File: src/rtl/sleep_seq.sv
module sleep_seq #(
  parameter int NUM_WAKE = 4
) (
  input  logic                clk,
  input  logic                rst_n,
  input  logic                slp_en,
  input  logic                slp_type,
  input  logic                btn_override,
  input  logic                pwr_fail,
  input  logic                pwr_return,
  input  logic                restore_on,
  input  logic [NUM_WAKE-1:0] wake_src,
  input  logic [NUM_WAKE-1:0] wake_mask,
  input  logic                cpu_idle_req,
  input  logic                cpu_wake_req,
  input  logic                deep_req,
  input  logic                deep_exit_req,
  input  logic                batlow_n,
  output logic [5:0]          state_oh,
  output logic                main_en,
  output logic                stby_en
);
  localparam logic [2:0] RUN = 3'd0, IDLE = 3'd1, DEEP = 3'd2,
                         DISK = 3'd3, SOFT = 3'd4, MOFF = 3'd5;
  localparam logic [1:0] REC_ON = 2'd0, REC_DISK = 2'd1, REC_SOFT = 2'd2;

  logic [2:0] st_q, st_d;
  logic [1:0] rec_q;
  logic       pend_q, pend_d;

  wire any_wake  = |(wake_src & wake_mask);
  wire sleeping  = (st_q == DISK) || (st_q == SOFT);
  wire want_wake = pend_q || any_wake;
  wire take_wake = want_wake && batlow_n;

  always_comb begin
    st_d = st_q;
    if (st_q == MOFF) begin
      if (pwr_return)
        case (rec_q)
          REC_SOFT: st_d = SOFT;
          REC_DISK: st_d = restore_on ? RUN : DISK;
          default:  st_d = restore_on ? RUN : SOFT;
        endcase
    end else if (pwr_fail)
      st_d = MOFF;
    else if (btn_override)
      st_d = SOFT;
    else
      case (st_q)
        RUN:  if (slp_en) st_d = slp_type ? SOFT : DISK;
              else if (cpu_idle_req) st_d = IDLE;
        IDLE: if (cpu_wake_req) st_d = RUN;
              else if (deep_req) st_d = DEEP;
        DEEP: if (cpu_wake_req) st_d = RUN;
              else if (deep_exit_req) st_d = IDLE;
        default: if (take_wake) st_d = RUN;
      endcase
  end

  assign pend_d = sleeping && want_wake && !pwr_fail && !btn_override && !batlow_n;

  always_ff @(posedge clk or negedge rst_n)
    if (!rst_n) begin
      st_q    <= MOFF;
      rec_q   <= REC_SOFT;
      pend_q  <= 1'b0;
      main_en <= 1'b0;
      stby_en <= 1'b0;
    end else begin
      st_q    <= st_d;
      pend_q  <= pend_d;
      main_en <= (st_d == RUN) || (st_d == IDLE) || (st_d == DEEP);
      stby_en <= (st_d != MOFF);
      if (st_q != MOFF)
        rec_q <= (st_q == DISK) ? REC_DISK : (st_q == SOFT) ? REC_SOFT : REC_ON;
    end

  assign state_oh = 6'b1 << st_q;
endmodule


File: config.mk
export PLATFORM = sky130hd
export DESIGN_NAME = sleep_seq
export DESIGN_NICKNAME = d
export VERILOG_FILES = /design/src/rtl/sleep_seq.sv
export SDC_FILE = /design/constraint.sdc
export NUM_CORES = 1
export LEC_CHECK = 0
export ABC_CLOCK_PERIOD_IN_PS = 3450
export BUFFER_PORTS_ARGS = -buffer_cell sky130_fd_sc_hd__buf_2
export CAP_MARGIN = 20
export CORE_MARGIN = 2
export CORE_UTILIZATION = 45
export DETAILED_ROUTE_END_ITERATION = 10
export MAX_ROUTING_LAYER = met4
export PLACE_DENSITY = 0.75
export SETUP_SLACK_MARGIN = 0.3
export SYNTH_ARGS = -nofsm -noshare
export SYNTH_HDL_FRONTEND = slang
export SYNTH_SLANG_ARGS = --single-unit
File: constraint.sdc
create_clock -name clk -period 3.45 [get_ports clk]
set_input_delay 0.5175 -clock clk [delete_from_list [all_inputs] [get_ports clk]]
set_output_delay 0.5175 -clock clk [all_outputs]
set_load 0.1 [all_outputs]
Word level (Yosys, flattened, before mapping)
Index checks and enable logic that the tools add are counted.

word-level totals
  register bits after elaboration = 8
  latch bits = 0
  memory bits (writable) = 0
  bits in read-only memories = 0
  input bits = 21
  output and inout bits = 8
  word-level logic and storage cells = 51
  memories kept = 0

operators by class
  $add $sub $neg = 0
  $mul = 0
  divide/modulo/power cells = 0
  magnitude comparators = 0
  eq/ne operators = 11
  shift-type cells = 1
  multiplexer cells = 18
  bitwise operators = 1
  reductions and logical operators = 15

operators by type and width
  operator             number
  $mux 3               13
  $eq 3x2->1 const B   3
  $pmux 3 s3           1
  $eq 3x1->1 const B   2
  $eq 3x3->1 const B   2
  $logic_not 3->1      2
  $mux 2               3
  $ne 3x3->1 const B   2
  $pmux 3 s2           1
  $shl 1x3->6 const A  1
  $logic_and 1x1->1    5
  $and 4x4->4          1
  $logic_or 1x1->1     4
  $reduce_or 4->1      1
  $logic_not 1->1      3
  $eq 2x1->1 const B   1
  $eq 2x2->1 const B   1

Depth between registers and ports, before layout
  depth in word-level cells = 12
  gate-level depth with buffers = 7
  depth with buffers taken out = 7

Worst setup path after synthesis
OpenSTA, ideal clock, no wires.

  path type = register to output
  start point = register st_q[2]
  end point = output port state_oh[4]
  data arrival time = 2.992 ns
  required time = 2.932 ns
  slack = -0.060 ns
  cell stages (with the launch flop) = 3
  path buffers = 1
  cells stage by stage = dfstp_2 buf_2 nor3b_1

on the way
  cells in the longest elaborated chain, start to end = 1

ends and longest elaborated chain
  item                    line  RTL
  from (decl)             27    logic [2:0] st_q, st_d;
  from (signal assigned)  71    st_q <= st_d;
  $shl 1x3->6             79    assign state_oh = 6'b1 << st_q;
  to (decl)               19    output logic [5:0] state_oh,

No other way between the ends.

Final worst setup path
  start point = register st_q[2]
  end point = output port state_oh[5]

Same word-level chain as after synthesis.

==> impl_metrics.toml <==
[drt]
remaining_drc_errors = 0
routed_via_density = 5.42
drt_pass1_iterations = 4
detail_route.wirelength_um = 1320
final_antenna_net_count = 0
vias_after_detailed_routing = 596
route.detailed.wl_per_inst_um = 12.0
drtIter0Drc = 8

[pwr]
total_power_uw = 709
leakage_power_figure_uw = 0.000389
power-per-cell-area_nw_per_um2 = 909
vdd_drop_max_uv = 795

[timing]
max_slew_violation_count = 0
skew_ns = 0.00619
layout_min_cycle_time_ns = 2.29
post-route-period-util_pct = 66.3
slew_headroom_pct = 67.6
worst_hold_margin_ns = 0.0967
setup_repair_after_global_routing_missed_its_margin = "no"
fin_setup_tns_ns = 0
setup_violations = 0
maxClockFrequency_ghz = 0.437
worst-slew-pin-transition_ns = 0.490
timing_hold_violations_final = 0

[synth]
synth_area_per_cell_um2 = 9.04
most_area_hungry_cell_type_in_the_yosys_netlist = "dfrtp_1"
synth_cell_type_count = 34
ys_ff_latch = 8
synthesis.instances = 67
mappedNetlistArea_um2 = 606
synth_top_area_share_pct = 20.7
count_of_warnings_emitted_by_yosys = 0
synth_fp_nets = 90
netlist_top_cells_area = "dfrtp_1, dfstp_2, a21oi_1"
yosysSeqAreaShare_pct = 33.7

[placement]
placed_cells_incl_taps = 106
globalplace.congestion = 0.756
detailed_place_hpwl_um = 1090
buffer_ports.inserted = 28

[floorplan]
ioPinCount = 29
die_x_um = 40.7
total_core_area_um2 = 1280
die_height_um = 40.7
design.die.area_um2 = 1660
floorplan.initialDensity_pct = 47.1
placement_rows = 13

[status]
outcome = "complete, no violations"

[final_layout]
syn2layout_area_growth_pct = 28.7
drive_gt1_share_pct = 44.2
regArea_um2 = 204
layout.nets = 119
diodes = 0
fill_count = 111
post-route-util_pct = 60.7
finalNonFillerCells = 110
footprint_of_the_multi_input_gates_um2 = 379

[grt]
grt_remaining_overflow = 0
pin_count_of_the_biggest_net_entering_global_routing = 16
gr-usage-all-layers_pct = 19.6
grt_antenna_before_repair = 0
grt_pass1_wl_um = 2000
vias_in_the_first_global_route = 518

[setup_path]
timing.critical_path.fanout_max = 14
critical_path_data_required_time_ns = 2.93
cp_data_arrival_time_ns = 1.77
endpoint_kind = "primary output"
critical_path.top_delay_family = "flip-flops"
chain_of_cells_forming_the_critical_path = "and3b_1, buf_2"
worst_stage_delay_on_the_critical_path_ns = 0.67
cp.buffers_inverters = 1
worstSetupPathType = "flop to primary output"
regToRegSetupSlack_ns = 1.77
critical_path.slowest_cell = "dfstp_2"
cp-start-kind = "flop"

[min_path]
worst_hold_path_type = "primary input to asynchronous set/reset pin"

[cts]
cts_made_buffers = 3
cts_setup_buffers = 0
cts.sink_count = 8
cts_hold_buffers = 0
clock_tree.htree_level_count = 1
post_cts.resized_instances = 0
root_buffer_cell = "clkbuf_4"
maximum_root_to_sink_buffer_count = 2
worstSkewPairLatency_ns = 0.25
cts_tree = "yes"
worst_setup_hold_path_clk_slew_ns = 0.05

[run]
drv.max_cap_violation_count = 0
==> path summary, 6_finish.rpt <==
| kind | startpoint | end | cells past startpoint |
|---|---|---|---|
| max in group asynchronous | rst_n | st_q[0]$_DFF_PN1_ | 1 |
| max reg2reg | rec_q[1]$_DFFE_PN1N_ | main_en$_DFF_PN0_ | 7 |
| max | st_q[2]$_DFF_PN1_ | state_oh[5] | 2 |
| min reg2reg | rec_q[0]$_DFFE_PN0N_ | rec_q[0]$_DFFE_PN0N_ | 1 |
| min | rst_n | main_en$_DFF_PN0_ | 1 |
| min in group clk | rec_q[0]$_DFFE_PN0N_ | rec_q[0]$_DFFE_PN0N_ | 1 |
==> synth_stat cells, drive strengths merged <==
cell / number
a21bo: 1
a21boi: 1
a21o: 1
a21oi: 7
a222oi: 1
a31o: 1
a31oi: 1
and3: 1
and3b: 1
buf: 4
dfrtp: 5
dfstp: 3
ha: 2
inv: 3
mux2i: 1
nand2: 4
nand2b: 4
nand3: 2
nand3b: 1
nand4bb: 1
nor2: 4
nor2b: 1
nor3: 3
nor3b: 4
nor4b: 1
o211a: 1
o211ai: 1
o21ai: 4
o22ai: 1
o31ai: 2
==> registers in the layout, indices dropped and copies added (netlist names) <==
register and cells:
st_q 3, main_en 1, pend_q 1, rec_q 2, stby_en 1
==> logic make-up after synthesis <==
group / count (synthesis) / share of synthesized area (%)
simple gates: 27 / 28.9
mux: 1 / 1.65
buf+inv: 7 / 6.20
fa+ha+maj: 2 / 4.13
compound gates: 22 / 25.4
flops: 8 / 33.7
==> layout make-up <==
class                      count  area share, %
multi-input combinational     52           48.6
sequential                     8           26.2
timing repair buffer          28           18.0
clock buffer                   4           3.37
tap                           15           2.41
inverter                       3           1.44
==> layout by cell type, fill, tap and decap left out <==
cell,n
mux2i_1,1
a222oi_1,1
dfstp_2,3
clkbuf_1,1
o22ai_1,1
ha_1,2
nand3b_1,1
nor3_4,1
nand2_1,4
and3_1,1
a21o_1,1
nor3b_1,1
and3b_1,1
o211a_1,1
nor3b_2,3
nor4b_1,1
a31oi_2,1
nand2b_1,4
clkbuf_4,3
o211ai_1,1
nand4bb_1,1
a31o_1,1
nor3_2,1
buf_2,28
nor2_1,4
nand3_1,2
nor3_1,1
o21ai_2,1
dfrtp_1,5
nor2b_1,1
a21bo_2,1
inv_1,3
o21ai_0,3
a21oi_1,7
a21boi_0,1
o31ai_1,2
==> stage by stage <==
step / setup slack, ns / area, µm²
2_1_floorplan: 0.949 / 621
3_3_place_gp: 1.45 / 753
3_5_place_dp: 1.43 / 753
4_1_cts: 1.16 / 779
5_1_grt: 1.08 / 779
6_report: 1.16 / 779
==> report_power, final <==
| group | leakage (µW) | internal, µW | switching (µW) |
|---|---|---|---|
| sequential | 0.0000984 | 137 | 50.6 |
| clock | 0.0000150 | 43.9 | 27.5 |
| combinational | 0.000276 | 103 | 346 |
| total | 0.000389 | 284 | 425 |
==> routing by layer <==
metal  wire (µm)  track usage (%)  vias up
met3          84             3.26        4
met5           0                -        -
met1         583             20.7      271
met4          28             15.0        0
li1            -                -      301
met2         622             32.5       20
Power figures use the tool's default switching activity.
